`config.mk`:
```
export PLATFORM = sky130hd
export DESIGN_NAME = regwin_trap_ctrl
export DESIGN_NICKNAME = d
export VERILOG_FILES = /design/src/rtl/regwin_pkg.sv /design/src/rtl/regwin_step.sv /design/src/rtl/regwin_mask.sv /design/src/rtl/regwin_trap_ctrl.sv
export SDC_FILE = /design/constraint.sdc
export NUM_CORES = 1
export LEC_CHECK = 0
export ABC_AREA = 1
export BUFFER_PORTS_ARGS = -buffer_cell sky130_fd_sc_hd__clkbuf_2
export CORE_MARGIN = 5
export CORE_UTILIZATION = 49
export CTS_CLUSTER_DIAMETER = 50
export DETAILED_ROUTE_END_ITERATION = 10
export HOLD_SLACK_MARGIN = 0.08
export PLACE_DENSITY = 0.74
export SLEW_MARGIN = 40
export SYNTH_ARGS = -nofsm -noshare
export SYNTH_HDL_FRONTEND = slang
export SYNTH_HIERARCHICAL = 1
export SYNTH_SLANG_ARGS = --single-unit
export TNS_END_PERCENT = 10
```
`constraint.sdc`:
```
create_clock -name clk -period 2.1 [get_ports clk]
set_input_delay 0 -clock clk [delete_from_list [all_inputs] [get_ports clk]]
set_output_delay 0 -clock clk [all_outputs]
set_load 0.005 [all_outputs]
```
`src/rtl/regwin_pkg.sv`:
```
package regwin_pkg;
  typedef enum logic [1:0] {
    OP_IDLE  = 2'd0,
    OP_SAVE  = 2'd1,
    OP_REST  = 2'd2,
    OP_CLASH = 2'd3
  } win_op_e;

  function automatic win_op_e decode_op(input logic sv, input logic rs);
    win_op_e op;
    case ({rs, sv})
      2'b01:   op = OP_SAVE;
      2'b10:   op = OP_REST;
      2'b11:   op = OP_CLASH;
      default: op = OP_IDLE;
    endcase
    return op;
  endfunction
endpackage

```
`src/rtl/regwin_step.sv`:
```
module regwin_step #(
  parameter int NWIN = 8,
  localparam int CW = (NWIN > 1) ? $clog2(NWIN) : 1
) (
  input  logic [CW-1:0] cwp_i,
  output logic [CW-1:0] dn_o,
  output logic [CW-1:0] up_o
);
  localparam bit POW2 = ((1 << CW) == NWIN);

  generate
    if (POW2) begin : g_wrap
      always_comb begin
        dn_o = cwp_i - CW'(1);
        up_o = cwp_i + CW'(1);
      end
    end else begin : g_cmp
      always_comb begin
        dn_o = (cwp_i == '0) ? CW'(NWIN - 1) : cwp_i - CW'(1);
        up_o = (cwp_i == CW'(NWIN - 1)) ? '0 : cwp_i + CW'(1);
      end
    end
  endgenerate
endmodule

```
`src/rtl/regwin_mask.sv`:
```
module regwin_mask #(
  parameter int NWIN = 8,
  localparam int CW = (NWIN > 1) ? $clog2(NWIN) : 1
) (
  input  logic            clk,
  input  logic            rst,
  input  logic            we_i,
  input  logic [NWIN-1:0] wdata_i,
  input  logic [CW-1:0]   idx_dn_i,
  input  logic [CW-1:0]   idx_up_i,
  output logic            bad_dn_o,
  output logic            bad_up_o,
  output logic [NWIN-1:0] mask_o
);
  logic [NWIN-1:0] mask_q;

  always_ff @(posedge clk) begin
    if (rst)       mask_q <= '0;
    else if (we_i) mask_q <= wdata_i;
  end

  always_comb begin
    bad_dn_o = mask_q[idx_dn_i];
    bad_up_o = mask_q[idx_up_i];
  end

  assign mask_o = mask_q;

  assert_mask_write_R8: assert property (@(posedge clk) disable iff (rst)
    we_i |=> mask_o == $past(wdata_i));
  assert_mask_hold_R8: assert property (@(posedge clk) disable iff (rst)
    !we_i |=> $stable(mask_o));
endmodule

```
`src/rtl/regwin_trap_ctrl.sv`:
```
module regwin_trap_ctrl #(
  parameter int NWIN = 8,
  localparam int CW = (NWIN > 1) ? $clog2(NWIN) : 1
) (
  input  logic            clk,
  input  logic            rst,
  input  logic            save_i,
  input  logic            restore_i,
  input  logic            wim_we_i,
  input  logic [NWIN-1:0] wim_wdata_i,
  output logic [CW-1:0]   cwp_o,
  output logic [NWIN-1:0] wim_o,
  output logic            ovf_trap_o,
  output logic [CW-1:0]   ovf_cwp_o,
  output logic            unf_trap_o,
  output logic [CW-1:0]   unf_cwp_o
);
  import regwin_pkg::*;

  logic [CW-1:0] cwp_q, dn_w, up_w;
  logic          bad_dn_w, bad_up_w;
  win_op_e       op_w;

  regwin_step #(.NWIN(NWIN)) u_step (
    .cwp_i(cwp_q), .dn_o(dn_w), .up_o(up_w)
  );

  regwin_mask #(.NWIN(NWIN)) u_mask (
    .clk(clk), .rst(rst), .we_i(wim_we_i), .wdata_i(wim_wdata_i),
    .idx_dn_i(dn_w), .idx_up_i(up_w),
    .bad_dn_o(bad_dn_w), .bad_up_o(bad_up_w), .mask_o(wim_o)
  );

  assign op_w = decode_op(save_i, restore_i);

  always_ff @(posedge clk) begin
    if (rst) begin
      cwp_q      <= '0;
      ovf_trap_o <= 1'b0;
      unf_trap_o <= 1'b0;
      ovf_cwp_o  <= '0;
      unf_cwp_o  <= '0;
    end else begin
      ovf_trap_o <= 1'b0;
      unf_trap_o <= 1'b0;
      ovf_cwp_o  <= '0;
      unf_cwp_o  <= '0;
      case (op_w)
        OP_SAVE: begin
          if (bad_dn_w) begin
            ovf_trap_o <= 1'b1;
            ovf_cwp_o  <= dn_w;
          end else begin
            cwp_q <= dn_w;
          end
        end
        OP_REST: begin
          if (bad_up_w) begin
            unf_trap_o <= 1'b1;
            unf_cwp_o  <= up_w;
          end else begin
            cwp_q <= up_w;
          end
        end
        default: ;
      endcase
    end
  end

  assign cwp_o = cwp_q;

  assert_save_commit_R2: assert property (@(posedge clk) disable iff (rst)
    (save_i && !restore_i && !wim_o[dn_w]) |=>
      (cwp_o == (($past(cwp_o) == '0) ? CW'(NWIN - 1) : $past(cwp_o) - CW'(1))));
  assert_restore_commit_R3: assert property (@(posedge clk) disable iff (rst)
    (restore_i && !save_i && !wim_o[up_w]) |=>
      (cwp_o == (($past(cwp_o) == CW'(NWIN - 1)) ? '0 : $past(cwp_o) + CW'(1))));
  assert_ovf_trap_R4: assert property (@(posedge clk) disable iff (rst)
    (save_i && !restore_i && wim_o[dn_w]) |=>
      (ovf_trap_o && $stable(cwp_o)));
  assert_unf_trap_R5: assert property (@(posedge clk) disable iff (rst)
    (restore_i && !save_i && wim_o[up_w]) |=>
      (unf_trap_o && $stable(cwp_o)));
  assert_traps_exclusive_R6: assert property (@(posedge clk) disable iff (rst)
    !(ovf_trap_o && unf_trap_o));
  assert_idle_quiet_R7: assert property (@(posedge clk) disable iff (rst)
    (save_i == restore_i) |=> ($stable(cwp_o) && !ovf_trap_o && !unf_trap_o));
endmodule

```
==> impl_metrics.env <==
export IMPL_synth_top_family_by_area="simple AND/OR/NAND/NOR gates"
export IMPL_rsz0062_at_grt="false"
export IMPL_fin_util_pct=68.9
export IMPL_drive_gt1_share_pct=24.9
export IMPL_r2r_slack_ns=0.20
export IMPL_yosysSeqAreaShare_pct=38.6
export IMPL_ff_latch_area_sq_um=380
export IMPL_core_area_sq_um=1940
export IMPL_avgRoutedWirePerCell_um=9.70
export IMPL_grt_pass1_wl_mm=3.72
export IMPL_cts_buffers=3
export IMPL_syn_area_sq_um=986
export IMPL_relSlewSlack_pct=80.2
export IMPL_finalHoldViolations=0
export IMPL_critical_path_class="reg -> reg"
export IMPL_synth_cells=149
export IMPL_peakVddDrop_mv=0.613
export IMPL_start_util_pct=50.8
export IMPL_status="finished clean"
export IMPL_placed_cell_area_sq_um=1160
export IMPL_p_per_area_nw_per_um2=927
export IMPL_rows=16
export IMPL_dp_hpwl_mm=1.60
export IMPL_syn_nets=164
export IMPL_clkLatencyLatePin_ns=0.30
export IMPL_first_pass_iters=4
export IMPL_drc=0
export IMPL_final_cell_area_sq_um=1340
export IMPL_tns_ns=0
export IMPL_critPathLaunchType="flip-flop"
export IMPL_root_buffer="clkbuf_4"
export IMPL_hold_buffers=15
export IMPL_min_period_ns=1.90
export IMPL_n_antenna_cell=0
export IMPL_grtUsageTotal_pct=17.2
export IMPL_period_share_pct=90.6
export IMPL_maxCapViolations=0
export IMPL_worstPathRequired_ns=2.31
export IMPL_synth_compound_area_share_pct=7.61
export IMPL_timing_fmax_mhz=526
export IMPL_clockBufferDepth=2
export IMPL_worst_hold_slack_ns=0.0853
export IMPL_layout_common_cells="45 x nand2_1, 31 x clkbuf_2, 28 x inv_1"
export IMPL_ctsResizeCount=0
export IMPL_synth_cell_type_count=17
export IMPL_synth_xor_xnor_area_share_pct=0
export IMPL_port_buffers=31
export IMPL_dieArea_sq_um=3010
export IMPL_fill_cells=175
export IMPL_avgViaCountPerCell=4.56
export IMPL_drv_slew=0
export IMPL_grt_pass1_vias=920
export IMPL_synthAdderAreaFrac_pct=2.54
export IMPL_clock_sinks=19
export IMPL_area_growth_syn_to_layout_pct=35.7
export IMPL_fin_skew_ns=0.00762
export IMPL_pin_count=32
export IMPL_grt_ovfl_total=0
export IMPL_p_leak_nw=0.775
export IMPL_syn_avg_cell_area_sq_um=6.62
export IMPL_drt_total_wl_mm=2.17
export IMPL_tightest_slew_ns=0.297
export IMPL_antenna_found_initial=0
export IMPL_hold_class="in -> reg"
export IMPL_end_kind="flip-flop"
export IMPL_synth_seq_cells=19
export IMPL_die_h_um=54.9
export IMPL_ys_warnings_count=6
export IMPL_place_congestion=0.857
export IMPL_ant_nets=0
export IMPL_critPathArrivalTime_ns=2.11
export IMPL_grt_max_degree=17
export IMPL_setup_viol=0
export IMPL_tritoncts="built"
export IMPL_mostFrequentLayoutCell="nand2_1"
export IMPL_cts_setup_buffers=0
export IMPL_crit_fanout=5
export IMPL_vias=1022
export IMPL_drt_iter0_markers=16
export IMPL_fin_nets=213
export IMPL_muxShareOfSynthArea_pct=0
export IMPL_multi_input_area_sq_um=455
export IMPL_cts_clk_slew_worst_paths_ns=0.11
export IMPL_synth_simple_gate_area_share_pct=36.0
export IMPL_die_w_um=54.9
export IMPL_htree_levels=1
## worst paths after layout
kind                                  from                             to  cells past startpoint
max reg2reg          cwp_o[0]$_SDFFE_PP0P_          cwp_o[2]$_SDFFE_PP0P_                     13
min reg2reg  u_mask/mask_o[6]$_SDFFE_PP0P_  u_mask/mask_o[6]$_SDFFE_PP0P_                      2
max                  cwp_o[0]$_SDFFE_PP0P_          cwp_o[2]$_SDFFE_PP0P_                     13
min                              restore_i        unf_cwp_o[0]$_SDFF_PP0_                      5
## per-stage QoR
| stage | setup slack [ns] | total power [mW] | cells |
|---|---|---|---|
| 6_report | 0.198 | 1.24 | 224 |
| 5_1_grt | 0.0525 | 1.36 | 224 |
| 4_1_cts | 0.211 | 1.24 | 224 |
| 3_5_place_dp | 0.239 | 1.04 | 205 |
| 3_3_place_gp | 0.323 | 1.03 | 205 |
| 2_1_floorplan | 0.300 | 0.891 | 149 |
## area by class of cell
cell class                      instances  share of cell area, %
Inverter                               34                   9.54
Tap cell                               27                   2.53
Sequential cell                        19                   28.4
Clock buffer                            3                   1.68
Clock inverter                          1                  0.374
Timing Repair Buffer                   47                   23.4
Multi-Input combinational cell         93                   34.1
## cells in the mapped netlist
cell type | count | area (sq um)
nand2_1 | 45 | 169
inv_1 | 28 | 105
dfxtp_1 | 19 | 380
nor2_1 | 18 | 67.6
nand3_1 | 13 | 65.1
inv_2 | 6 | 22.5
a211oi_1 | 5 | 37.5
a211oi_2 | 3 | 37.5
nor3_1 | 3 | 15.0
ha_1 | 2 | 25.0
buf_4 | 1 | 7.51
buf_6 | 1 | 11.3
clkbuf_1 | 1 | 3.75
nand2_2 | 1 | 6.26
nand3_2 | 1 | 10.0
nand3b_2 | 1 | 11.3
nor2_4 | 1 | 11.3
## per-layer routing
metal	GRT usage [%]	routed length [um]	up-vias
li1	-	-	545
met1	21.5	1020	442
met2	28.1	991	31
met3	3.81	138	4
met4	7.05	24	0
met5	0	0	-
## kinds of logic (layout without fill, tap and decap cells)
kind of cell | count (synthesis) | after routing
AND/OR/NAND/NOR | 83 | 83
buffers and inverters | 37 | 85
flip-flops | 19 | 19
AO/OA/AOI/OAI | 8 | 8
adder cells (fa/ha/maj) | 2 | 2
## critical path: stages (launching register included)
cell and delay [ns]:
dfxtp_1 0.40, inv_1 0.07, ha_1 0.36, inv_1 0.15, inv_1 0.07, nand3_1 0.08
nand2_1 0.05, nand2_1 0.05, nand2_1 0.06, nand3b_2 0.24, nand2_2 0.08, inv_2 0.04
nor2_1 0.10, nor2_1 0.05
## state kept, by name, indices dropped and copies added, names as in the netlist
| signal | count |
|---|---|
| unf_trap_o | 1 |
| ovf_cwp_o | 3 |
| cwp_o | 3 |
| ovf_trap_o | 1 |
| unf_cwp_o | 3 |
| u_mask/mask_o | 8 |
## where the power goes
part	internal, mW	total (mW)	switching, mW
clock network	0.0711	0.182	0.111
registers	0.407	0.439	0.0315
logic	0.244	0.620	0.376
total	0.722	1.24	0.518
(Power assumes the default switching activity.)
